## config.mk

```make
export PLATFORM = sky130hd
export DESIGN_NAME = block_dot_serializer
export DESIGN_NICKNAME = d
export VERILOG_FILES = /design/src/rtl/block_dot_serializer.sv
export SDC_FILE = /design/constraint.sdc
export NUM_CORES = 1
export LEC_CHECK = 0
export BUFFER_PORTS_ARGS = -buffer_cell sky130_fd_sc_hd__buf_4
export CORE_UTILIZATION = 41
export CTS_CLUSTER_DIAMETER = 50
export DETAILED_ROUTE_END_ITERATION = 12
export GPL_ROUTABILITY_DRIVEN = 0
export PLACE_DENSITY = 0.72
export SETUP_SLACK_MARGIN = 0.3
export SLEW_MARGIN = 10
export SYNTH_ARGS = -nofsm -noshare
export SYNTH_HDL_FRONTEND = slang
export SYNTH_SLANG_ARGS = --single-unit
```

## constraint.sdc

```tcl
create_clock -name clk -period 1.45 [get_ports clk]
set_input_delay 0.145 -clock clk [delete_from_list [all_inputs] [get_ports clk]]
set_output_delay 0.145 -clock clk [all_outputs]
set_load 0.02 [all_outputs]
```

## src/rtl/block_dot_serializer.sv

```systemverilog
module block_dot_serializer #(
  parameter int INHIBITS = 2
) (
  input  logic                clk,
  input  logic                rst_n,
  input  logic [7:0]          cell_code,
  input  logic [3:0]          scan_row,
  input  logic [5:0]          font_row,
  input  logic                wide,
  input  logic [INHIBITS-1:0] inhibit,
  output logic                cell_take,
  output logic                dot
);
  localparam int DOTS = 6;
  localparam int BAND_ROWS = 4;
  localparam logic [3:0] LAST_NARROW = 4'(DOTS - 1);
  localparam logic [3:0] LAST_WIDE = 4'(2 * DOTS - 1);

  logic [3:0]      cnt;
  logic [DOTS-1:0] sreg;
  logic [DOTS-1:0] gfx_pat, txt_pat, pat;
  logic [1:0]      band;
  logic [1:0]      pair;
  logic [3:0]      last;
  logic            shift_en;

  assign last      = wide ? LAST_WIDE : LAST_NARROW;
  assign cell_take = (cnt == 4'd0);
  assign shift_en  = !cell_take && (!wide || !cnt[0]);

  assign band    = (scan_row < 4'(BAND_ROWS)) ? 2'd0 :
                   (scan_row < 4'(2 * BAND_ROWS)) ? 2'd1 : 2'd2;
  assign pair    = cell_code[{band, 1'b0} +: 2];
  assign gfx_pat = {{3{pair[0]}}, {3{pair[1]}}};
  assign txt_pat = {font_row[5:1], 1'b0};
  assign pat     = cell_code[7] ? gfx_pat : txt_pat;

  always_ff @(posedge clk) begin
    if (!rst_n) begin
      cnt  <= 4'd0;
      sreg <= '0;
    end else begin
      cnt <= (cnt >= last) ? 4'd0 : cnt + 4'd1;
      if (cell_take)
        sreg <= pat;
      else if (shift_en)
        sreg <= {sreg[DOTS-2:0], 1'b0};
    end
  end

  assign dot = sreg[DOTS-1] & ~(|inhibit);
endmodule


```

# Word-level counts from Yosys, hierarchy flattened

Index checks and enable logic that the tools add are counted.
W data, S select, Z words.

Register bits: 10
Bits of input ports: 23
Logic and storage cells: 25

Bitwise gates (word level): 3
Reduce and logical (&&, ||, !) cells: 9
$lt $le $gt $ge: 3
Muxes and demuxes: 6
Shift operators: 1
$add $sub $neg: 1

Operators by type and width:

| kind                  | count |
|---|---|
| $mux W6               | 3 |
| $shiftx A8 B4 Y2      | 1 |
| $add A4 B1 Y4 const B | 1 |
| $ge A4 B4 Y1          | 1 |
| $logic_not A4 Y1      | 1 |
| $lt A4 B3 Y1 const B  | 1 |
| $lt A4 B4 Y1 const B  | 1 |
| $mux W2               | 2 |
| $mux W4               | 1 |
| $reduce_or A2 Y1      | 2 |
| $logic_not A1 Y1      | 3 |
| $not A1 Y1            | 2 |
| $reduce_bool A2 Y1    | 1 |
| $and A1 B1 Y1         | 1 |
| $logic_and A1 B1 Y1   | 1 |
| $logic_or A1 B1 Y1    | 1 |

# Longest topological paths before layout

Gate-level depths: netlist of run 1.

Depth after elaboration: 6
Mapped depth: 7
Depth with buffers taken out: 6

# Worst setup path after synthesis of run 1

Ideal clock, no wire load.

Path type: register -> register
Start: reg cnt[0]
End: reg sreg[3]
Data required time: 1.321 ns
Slack: 0.076 ns
Buffers on the path: 0
Stages on the path, launching flop included: 7
Arrival: 1.245 ns
Setup time: 0.129 ns
Period minus slack after synthesis: 1.374 ns
Cells stage by stage: dfxtp_1 > inv_1 > ha_1 > nor3b_4 > or3_1 > o211ai_1 > a31oi_1

Word-level cells in the longest chain between the ends: 4
Elaborated cells on any way between the ends: 7

RTL lines:

| item                                                          | line   | text |
|---|---|---|
| start: declaration                                            | 19     | `logic [3:0] cnt;` |
| start signal: assignment                                      | 43     | `cnt <= (cnt >= last) ? 4'd0 : cnt + 4'd1;` |
| $logic_not A4 Y1 / $logic_not A1 Y1 (equally long branches)   | 28, 29 |  |
| $logic_not A1 Y1 / $logic_or A1 B1 Y1 (equally long branches) | 29     | `assign shift_en = !cell_take && (!wide \|\| !cnt[0]);` |
| $logic_and A1 B1 Y1                                           | 29     |  |
| $reduce_bool A2 Y1 (no line)                                  | -      |  |
| end signal: assignment                                        | 45     | `sreg <= pat;` |
| end signal: assignment                                        | 47     | `sreg <= {sreg[DOTS-2:0], 1'b0};` |
| end: declaration                                              | 20     | `logic [DOTS-1:0] sreg;` |

Several ways; a longest one is shown, not always the timed one.
A chain may end at the register's enable or synchronous reset.

# Worst setup path in the final report of run 1

Start: reg cnt[1]
End: reg cnt[2]

Word-level cells in the longest chain between the ends: 2
Elaborated cells on any way between the ends: 3

RTL lines:

| item                       | line |
|---|---|
| $ge A4 B4 Y1               | 43 |
| $reduce_or A2 Y1 (no line) | - |

Several ways; a longest one is shown, not always the timed one.

==> results of run 1 <==
[state kept, by name, indices dropped and copies added, names as in the netlist]
register	flops
cnt	4
sreg	6
[worst reg2reg max path: stages, from the launching register on]
cell     delay, ns
dfxtp_4       0.34
buf_4         0.13
buf_6         0.11
ha_4          0.20
a21o_1        0.16
a21oi_2       0.17
o21ai_2       0.10
nor2_1        0.13
[cell usage after synthesis, types with 2 or more instances]
master,number
dfxtp_1,10
inv_1,8
o21ai_0,4
nor3_1,4
o21ai_1,6
nand3_1,3
nor2b_1,3
nand2_1,2
nor2_1,3
ha_1,5
a31oi_1,3
a21oi_1,4
nand2b_1,2
[kinds of logic after synthesis]
kind of cell,synth area share
XOR/XNOR,0.02801
AO/OA/AOI/OAI,0.2340
flip-flops,0.3200
AND/OR/NAND/NOR,0.2340
adder cells (fa/ha/maj),0.1000
multiplexers,0.02399
buffers and inverters,0.06001
[per-layer routing]
layer | up-vias | wire length (µm)
li1 | 325 | -
met3 | 2 | 83
met2 | 18 | 790
met1 | 292 | 622
met4 | 0 | 10
met5 | - | 0
[layout make-up]
cell class	instances	area share
clock buffers	3	0.02353
repair buffers	29	0.2471
inverters	8	0.03137
flip-flops and latches	10	0.2157
multi-input cells	54	0.4627
well taps	15	0.01961
[where the power goes]
| part | switching [W] | internal [W] |
|---|---|---|
| Combinational | 0.000169 | 0.000223 |
| Clock | 0.0000844 | 0.0000953 |
| Sequential | 0.0000239 | 0.000316 |
[per-stage QoR]
step | setup slack (ns) | util | hold WS, ns
final | 0.03637 | 0.7005 | 0.1576
after global routing | -0.02143 | 0.7005 | 0.1458
after CTS | 0.07160 | 0.6832 | 0.1490
after detailed placement | 0.07289 | 0.6136 | 0.4149
after global placement | 0.09025 | 0.6136 | 0.4117
after floorplan | 0.2089 | - | 0.2667
[what timing repair did]
| action | 4_1_cts | 5_1_grt |
|---|---|---|
| endpoints found under the setup margin | 11 | 12 |
| setup buffers | 4 | 2 |
| gates resized for setup | 10 | 2 |
| pin swaps | 6 | 2 |
| hold endpoints to repair | 0 | 0 |
[how the worst min path moves through the flow]
stage	end	cells past startpoint	from	slack (ns)
after floorplan	sreg[0]	1	rst_n	0.27
after global placement	sreg[0]	2	rst_n	0.41
after detailed placement	sreg[0]	2	rst_n	0.41
after CTS	sreg[0]	2	rst_n	0.15
after global routing	sreg[0]	2	rst_n	0.15
final	sreg[0]	2	rst_n	0.16
==> metrics.md, run 1 <==
| Metric | Value |
|---|---|
| Total die area | `1686 µm²` |
| Total GRT Usage | `0.2166` |
| Max-cap violation count | `0` |
| First-pass DRT Iterations | `4` |
| Drt drc | `0` |
| Clk buf depth | `2` |
| Die H | `roughly 40 µm` |
| Post-synth EDFFs | `0` |
| Placed inst area | `roughly 840 µm²` |
| Leakage power | `approximately 0.45 nW` |
| CP Class | `reg2reg` |
| Post-synth top area cell | `dfxtp_1` |
| Pwr dens | `approximately 950 nW/µm²` |
| Initial antenna violation count | `0` |
| Sequential share of the synthesized area | `0.3200` |
| Total power | `around 0.0009 W` |
| Slew Limit Fails | `0` |
| Largest net degree at the start of global routing | `11` |
| Slew headroom | `0.7773` |
| Final min period | `around 1.4 ns` |
| Fmax | `between 700 and 800 MHz` |
| Crit path from | `cnt[1]` |
| Critical Path Sink | `cnt[2]` |
| Seq cells post-synth | `10` |
| Hold buffer count at CTS | `0` |
| CTS Sinks | `10` |
| Routed WL per cell | `approximately 13 µm` |
| Commonest non-fill, non-tap cell in the layout | `buf_4` |
| Met3 Track Usage GR | `0.08152` |
| Gr ovfl total | `0` |
| Cells along the critical path | `buf_4 > buf_6 > ha_4 > a21o_1 > a21oi_2 > o21ai_2 > nor2_1` |
| Worst path depth | `7` |
| Delay of the slowest critical-path stage | `roughly 0.34 ns` |
| Worst r2r dst | `cnt[2]` |
| Placed cell count | `110` |
| CP max-delay cell | `dfxtp_4` |
| Synthesized instance count | `73` |
| Non-filler cells, final | `between 100 and 150` |
| Top_reg_cell synth | `dfxtp_1` |
| Synth warn | `0` |
| Core footprint | `between 1000 and 1500 µm²` |
| Status | `finished, final reports clean` |
| Diode count | `0` |
| CTS tree | `built` |
| Finished Cell Area | `957.2 µm²` |
| IO Count | `25` |
| Asr flop ratio synth | `0` |
| Initial Utilization | `0.4579` |
| Die Width | `41.06 µm` |
| Met2 usage | `0.3672` |
| Vias after detailed routing | `637` |
| Worst Tran Pin Value | `0.3332 ns` |
| Multi-input combinational cell area | `between 400 and 500 µm²` |
| Vias in the first global route | `555` |
| Setup-failing EPs final | `0` |
| Reg2Reg Setup Slack | `0.04 ns` |
| Via density | `about 5.4` |
| CTS root buf | `clkbuf_4` |
| Critical Path Fanout Max | `3` |
| Hold WC Path Type | `in2reg` |
| Commonest cells after routing, fill and taps aside | `24 x buf_4, 7 x dfxtp_1, 6 x inv_1, 5 x o21ai_1, 5 x buf_6` |
| Storage cell area | `206.4 µm²` |
| Grt met1 use | `0.2541` |
| Area contributors post-synth | `dfxtp_1 32%, ha_1 10%, o21ai_1 4.8%` |
| Crit path DAT | `1.60 ns` |
| Detailed Route WL | `about 1.5 mm` |
| Syn_nets | `~100` |
| Final hold violations | `0` |
| Setup TNS Final | `0 ns` |
| DRT antenna net count | `0` |
| Startpoint class of the critical path | `flip-flop` |
| Clk Latency, worst-skew pair | `0.26 ns` |
| # rows | `13` |
| Post-DP HPWL | `between 1 and 1.5 mm` |
| Cts bufs inserted | `3` |
| Yosys top cell area share | `0.3200` |
| P&R area growth vs syn | `53.00%` |
| GRT busiest layer | `met2` |
| Distinct cells, synth | `29` |
| Clock transition at path regs | `roughly 0.06 ns` |
| CP top delay family | `compound AO/OA/AOI/OAI gates` |
| Number of port buffers | `20` |
| Kind of end point of the critical path | `flip-flop` |
| Filler Cell Count | `113` |
| WP buf/inv | `2` |
| Synthesized area | `approximately 630 µm²` |
| First-pass GRT wire length | `between 2 and 2.5 mm` |
| Initial DRC count | `14` |
| H-Tree Depth | `1` |
| R2R Path Start | `cnt[1]` |
| RSZ-0062 raised after global routing | `true` |
| Layout Skew | `~0.0013 ns` |
| Share of the clock period used by the worst path | `0.9749` |
| Worst VDD drop | `about 670 µV` |
| Required time of the critical path | `around 1.6 ns` |
| Syn_area_per_cell | `8.570 µm²` |
| Layout cells sized above 1 | `0.5000` |
| Nets | `134` |
| FF-to-FF path depth | `7` |
No activity file was read; power rests on OpenSTA's default activity.
==> run 2: changes to the inputs <==
- CORE_MARGIN: not set -> 4
- SETUP_SLACK_MARGIN: 0.3 -> 0.5
==> run 2 against run 1 <==
Final cell count fell by 1.7%. Power fell by 1.6%. Clock-buffer cell count did not move. Highest routed layer unchanged. Largest power group unchanged. Critical path type unchanged.
==> metrics.md, run 2 (same netlist as run 1, synthesis figures left out) <==
| Metric | Value |
|---|---|
| Status | `finished, final reports clean` |
| CTS tree | `built` |
| Pwr dens | `935.1 nW/µm² (-1.8%)` |
| Commonest cells after routing, fill and taps aside | `22 x buf_4, 7 x dfxtp_1, 6 x inv_1, 5 x buf_6` |
| Core footprint | `1366 µm² (unchanged)` |
| Reg2Reg Setup Slack | `0.09 ns (+0.06 ns)` |
| Post-DP HPWL | `1.125 mm (+8.5%)` |
| H-Tree Depth | `1 (unchanged)` |
| RSZ-0062 raised after global routing | `true` |
| Vias after detailed routing | `604 (-5.2%)` |
| Wl on met1 | `542 µm (-13%)` |
| Share of the clock period used by the worst path | `0.9356 (-0.03931)` |
| Total die area | `2215 µm² (+31%)` |
| First-pass DRT Iterations | `4 (unchanged)` |
| Slew headroom | `0.7771 (about the same)` |
| CTS Sinks | `10 (unchanged)` |
| Number of port buffers | `20 (unchanged)` |
| Total GRT Usage | `0.1532 (-0.06342)` |
| Cts bufs inserted | `3 (unchanged)` |
| Storage cell area | `206.4 µm² (unchanged)` |
| Hold WC Path Type | `in2reg` |
| Clk Latency, worst-skew pair | `0.25 ns (about the same)` |
| Critical Path Fanout Max | `5 (+2)` |
| Die Width | `47.06 µm (+15%)` |
| Worst VDD drop | `704.0 µV (+5.3%)` |
| Initial Utilization | `0.4579 (unchanged)` |
| Kind of end point of the critical path | `flip-flop` |
| Vias in the first global route | `615 (+11%)` |
| Crit path DAT | `1.50 ns (-0.10 ns)` |
| Max reg flops | `6 (unchanged)` |
| First-pass GRT wire length | `2.387 mm (+2.7%)` |
| Commonest non-fill, non-tap cell in the layout | `buf_4` |
| Placed inst area | `839.6 µm² (+0.15%)` |
| Clk buf depth | `2 (unchanged)` |
| Layout cells sized above 1 | `0.5000 (unchanged)` |
| DRT antenna net count | `0 (unchanged)` |
| Reg with most FFs | `sreg` |
| Slew Limit Fails | `0 (unchanged)` |
| Finished Cell Area | `959.7 µm² (+0.26%)` |
| Worst Tran Pin Value | `0.3336 ns (+0.0003251 ns)` |
| Uppermost layer routed | `met4` |
| Top Registers | `sreg (6), cnt (4)` |
| Startpoint class of the critical path | `flip-flop` |
| # rows | `13 (unchanged)` |
| Leakage power | `0.4409 nW (-1.9%)` |
| Initial DRC count | `7 (-7)` |
| Setup TNS Final | `0 ns (unchanged)` |
| Detailed Route WL | `1.446 mm (-4.0%)` |
| Max-cap violation count | `0 (unchanged)` |
| Metal3 WL | `125 µm (+51%)` |
| Final worst setup slack | `0.09337 ns (+0.05701 ns)` |
| CP Class | `reg2reg` |
| Die H | `47.06 µm (+15%)` |
| Gr ovfl total | `0 (unchanged)` |
| Filler Cell Count | `108 (-4.4%)` |
| Initial antenna violation count | `0 (unchanged)` |
| Routed WL per cell | `12.36 µm (-2.3%)` |
| IO Count | `25 (unchanged)` |
| Fmax | `737.1 MHz (+4.2%)` |
| Routed met2 length | `766 µm (-3.0%)` |
| Nets | `132 (-1.5%)` |
| Layout Skew | `0.001204 ns (-0.0001424 ns)` |
| Final min period | `1.357 ns (-0.05701 ns)` |
| Diode count | `0 (unchanged)` |
| Drt drc | `0 (unchanged)` |
| Via density | `5.162 (-3.6%)` |
| Placed cell count | `109 (-0.91%)` |
| Final hold violations | `0 (unchanged)` |
| Post-place setup slack | `0.1159 ns (+0.04300 ns)` |
| Required time of the critical path | `1.59 ns (-0.05 ns)` |
| Setup-failing EPs final | `0 (unchanged)` |
| P&R area growth vs syn | `53.40%` |
| Clock transition at path regs | `0.06 ns (about the same)` |
| Non-filler cells, final | `117 (-1.7%)` |
| Multi-input combinational cell area | `457.9 µm² (+3.4%)` |
| CTS root buf | `clkbuf_4` |
| Largest net degree at the start of global routing | `11 (unchanged)` |
==> run 2: cell types whose count changed in the layout (fill, tap and decap cells not counted), sizes merged <==
| cell | change |
|---|---|
| buf | -2 |
==> run 2: worst paths after layout <==
kind	start	to	cells after the start
setup / recovery	cnt[0]	sreg[4]	8
hold / removal	rst_n	sreg[0]	2
hold reg to reg	cnt[0]	cnt[0]	2
setup reg to reg	cnt[0]	sreg[4]	8
==> run 2: stage by stage <==
stage	power (W)	hold WS, ns	utilization
3_3_place_gp	0.0006295	0.4059	0.6145
5_1_grt	0.0009725	0.1561	0.7024
4_1_cts	0.0009008	0.1398	0.6969
3_5_place_dp	0.0006406	0.4068	0.6145
2_1_floorplan	0.0005402	0.2667	-
6_report	0.0008974	0.1482	0.7024
==> run 2: final cells by class <==
class,instances,share of cell area
inverter,8,0.03390
clock buffer,3,0.02347
tap,15,0.01956
multi-input combinational,54,0.4772
sequential,10,0.2151
timing repair buffer,27,0.2308
==> run 2: critical path, stage by stage, from the launching register on <==
cell and delay, ns:
dfxtp_4 0.35, inv_4 0.05, ha_4 0.10, nor3b_4 0.21, buf_4 0.17, buf_6 0.11
nand3_2 0.06, a21oi_2 0.13, nor3_1 0.06
==> run 2: repair_timing <==
item,in CTS,in global routing
hold buffers,0,0
setup buffers,5,0
gates resized for setup,11,2
pin swaps,6,5
setup endpoints to repair,12,12
==> run 2: routing by layer <==
layer,GRT usage,up-vias
li1,-,320
met1,0.1425,266
met2,0.3089,16
met3,0.03448,2
met4,0.06630,0
met5,0,-
==> run 2: report_power, final <==
| part | total [W] | leakage, nW | internal (W) | switching (W) |
|---|---|---|---|---|
| Combinational | 0.000381 | 0.343 | 0.000214 | 0.000167 |
| Sequential | 0.000339 | 0.0837 | 0.000316 | 0.0000237 |
| Clock | 0.000177 | 0.0138 | 0.0000952 | 0.0000822 |
| Total | 0.000897 | 0.441 | 0.000625 | 0.000273 |
==> run 3: changes to the inputs <==
- CORE_UTILIZATION: 41 -> 46
- PLACE_DENSITY: 0.72 -> 0.76
- clock period: 1.45 -> 1.34 ns (I/O delays scaled with it)
==> run 3 against run 2 <==
The flow now finishes with violations (setup timing). Worst setup slack worse by 0.16 ns. Sequential cell count unchanged. Sequential share of layout area down 0.15 points. First-iteration DRC count down 57%. Final cell count unchanged. Register-to-register slack worse by 0.16 ns. Combinational power up 8.1%. Cell area down 0.52%. Largest cell class unchanged.
==> metrics.md, run 3 (same netlist as run 1, synthesis figures left out) <==
| Metric | Value |
|---|---|
| Status | `complete, but fails checks` |
| Violated checks | `setup timing` |
| Core footprint | `1285 µm² (-6.0%)` |
| Total GRT Usage | `0.1776 (+0.02444)` |
| Share of the clock period used by the worst path | `1.053 (+0.1171)` |
| Detailed Route WL | `1.495 mm (+3.4%)` |
| Setup-failing EPs final | `7 (+7)` |
| Final min period | `1.411 ns (+0.05397 ns)` |
| CP top delay family | `simple AND/OR/NAND/NOR gates` |
| Final Util | `0.7429 (+0.04056)` |
| CTS Sinks | `10 (unchanged)` |
| Post-place setup slack | `0.002375 ns (-0.1135 ns)` |
| P&R area growth vs syn | `52.60%` |
| Post-DP HPWL | `1.146 mm (+1.9%)` |
| First-pass DRT Iterations | `2 (-2)` |
| Delay of the slowest critical-path stage | `0.33 ns (-0.02 ns)` |
| Required time of the critical path | `1.48 ns (-0.11 ns)` |
| Switching Share | `0.2956 (-0.008155)` |
| CTS tree | `built` |
| Final hold violations | `0 (unchanged)` |
| Clk buf depth | `2 (unchanged)` |
| Diode count | `0 (unchanged)` |
| Drt drc | `0 (unchanged)` |
| Routed WL per cell | `12.78 µm (+3.4%)` |
| Leakage power | `0.4427 nW (+0.40%)` |
| CP Class | `reg2reg` |
| IO Count | `25 (unchanged)` |
| Die H | `44.88 µm (-4.6%)` |
| Total die area | `2014 µm² (-9.1%)` |
| Critical Path Fanout Max | `3 (-2)` |
| Cell internal pwr | `0.0007358 W (+18%)` |
| CTS root buf | `clkbuf_4` |
| Vias after detailed routing | `608 (+0.66%)` |
| Slew headroom | `0.7841 (+0.007002)` |
| Commonest cells after routing, fill and taps aside | `22 x buf_4, 7 x dfxtp_1, 6 x inv_1` |
| Layout Skew | `0.0008819 ns (-0.0003220 ns)` |
| Max reg flops | `6 (unchanged)` |
| Cells along the critical path | `inv_2 > ha_4 > nor3b_4 > buf_6 > or3_4 > o211ai_1 > a31oi_1` |
| Nets | `131 (-0.76%)` |
| H-Tree Depth | `1 (unchanged)` |
| Fmax | `708.9 MHz (-3.8%)` |
| Max-cap violation count | `0 (unchanged)` |
| Min Hold Slack | `0.1248 ns (-0.02336 ns)` |
| Clk pwr share | `0.257 (+0.059)` |
| Hold WC Path Type | `in2reg` |
| Sequential share of power | `0.348 (-0.030)` |
| Comb power frac | `0.395 (-0.029)` |
| Filler Cell Count | `97 (-10%)` |
| Top Registers | `sreg (6), cnt (4)` |
| Number of port buffers | `20 (unchanged)` |
| Vias in the first global route | `610 (-0.81%)` |
| First-pass GRT wire length | `2.532 mm (+6.1%)` |
| Cts bufs inserted | `3 (unchanged)` |
| DRT antenna net count | `0 (unchanged)` |
| Initial DRC count | `3 (-4)` |
| Gr ovfl total | `0 (unchanged)` |
| Layout cells sized above 1 | `0.5196 (+0.01961)` |
| Net Sw Power | `0.0003088 W (+13%)` |
| Clock transition at path regs | `0.06 ns (about the same)` |
| Slew Limit Fails | `0 (unchanged)` |
| Initial antenna violation count | `0 (unchanged)` |
| Commonest non-fill, non-tap cell in the layout | `buf_4` |
| Clk Latency, worst-skew pair | `0.27 ns (+0.02 ns)` |
| Reg with most FFs | `sreg` |
| Worst VDD drop | `775.5 µV (+10%)` |
| Startpoint class of the critical path | `flip-flop` |
| Worst Tran Pin Value | `0.3231 ns (-0.01048 ns)` |
| Initial Utilization | `0.4869 (+0.02898)` |
| CP max-delay cell | `dfxtp_2` |
| Final worst setup slack | `-0.07060 ns (-0.1640 ns)` |
| Pwr dens | `1094 nW/µm² (+17%)` |
| Largest net degree at the start of global routing | `11 (unchanged)` |
| # rows | `13 (unchanged)` |
| Kind of end point of the critical path | `flip-flop` |
| RSZ-0062 raised after global routing | `true` |
| Die Width | `44.88 µm (-4.6%)` |
| Via density | `5.197 (+0.66%)` |
| Crit path DAT | `1.55 ns (+0.05 ns)` |
| WP buf/inv | `2 (-1)` |
==> run 3: cell count changes in the layout (fill, tap and decap cells not counted), sizes merged <==
cell and change:
buf -1, clkbuf +1
==> run 3: cell type report <==
cell class                      count  area (µm²)  area share
Clock buffer                        4       36.28     0.03801
Multi-Input combinational cell     54       455.4      0.4771
Timing Repair Buffer               26       210.2      0.2202
Sequential cell                    10       203.9      0.2136
Tap cell                           15       18.77     0.01966
Inverter                            8       30.03     0.03145
==> run 3: worst paths after layout <==
kind | startpoint | endpoint | slack [ns] | cells after the start
worst max-delay path | cnt[1] | sreg[3] | -0.07 | 7
worst min register to register | cnt[0] | cnt[0] | 0.51 | 2
worst max register to register | cnt[1] | sreg[3] | -0.07 | 7
worst min-delay path | rst_n | sreg[0] | 0.12 | 2
==> run 3: routing by layer <==
metal	GRT usage	routed length, µm
met5	0	0
met4	0.1228	29
met3	0.03984	129
met2	0.3352	791
met1	0.1659	545
==> run 3: stage by stage <==
stage	power [W]	setup TNS (ns)	instances	instance area, µm²
global route	0.001120	-0.6553	117	954.7
detailed placement	0.0007007	0	110	847.1
global placement	0.0006835	0	110	847.1
floorplan	0.0005845	0	73	666.9
finish	0.001045	-0.2368	117	954.7
CTS	0.001045	-0.2381	117	942.2
==> run 3: power by group through the flow <==
stage	clock network, W	registers, W	logic (W)
CTS	0.000285	0.000363	0.000398
detailed placement	0	0.000371	0.000329
finish	0.000268	0.000364	0.000412
global placement	0	0.000370	0.000314
global route	0.000298	0.000368	0.000453
floorplan	0	0.000370	0.000215
==> run 3: repair_timing <==
item,in CTS,in global routing
gates resized for setup,8,3
setup endpoints to repair,12,12
hold buffers,0,0
cloned,0,0
setup buffers,3,0
pin swaps,6,4
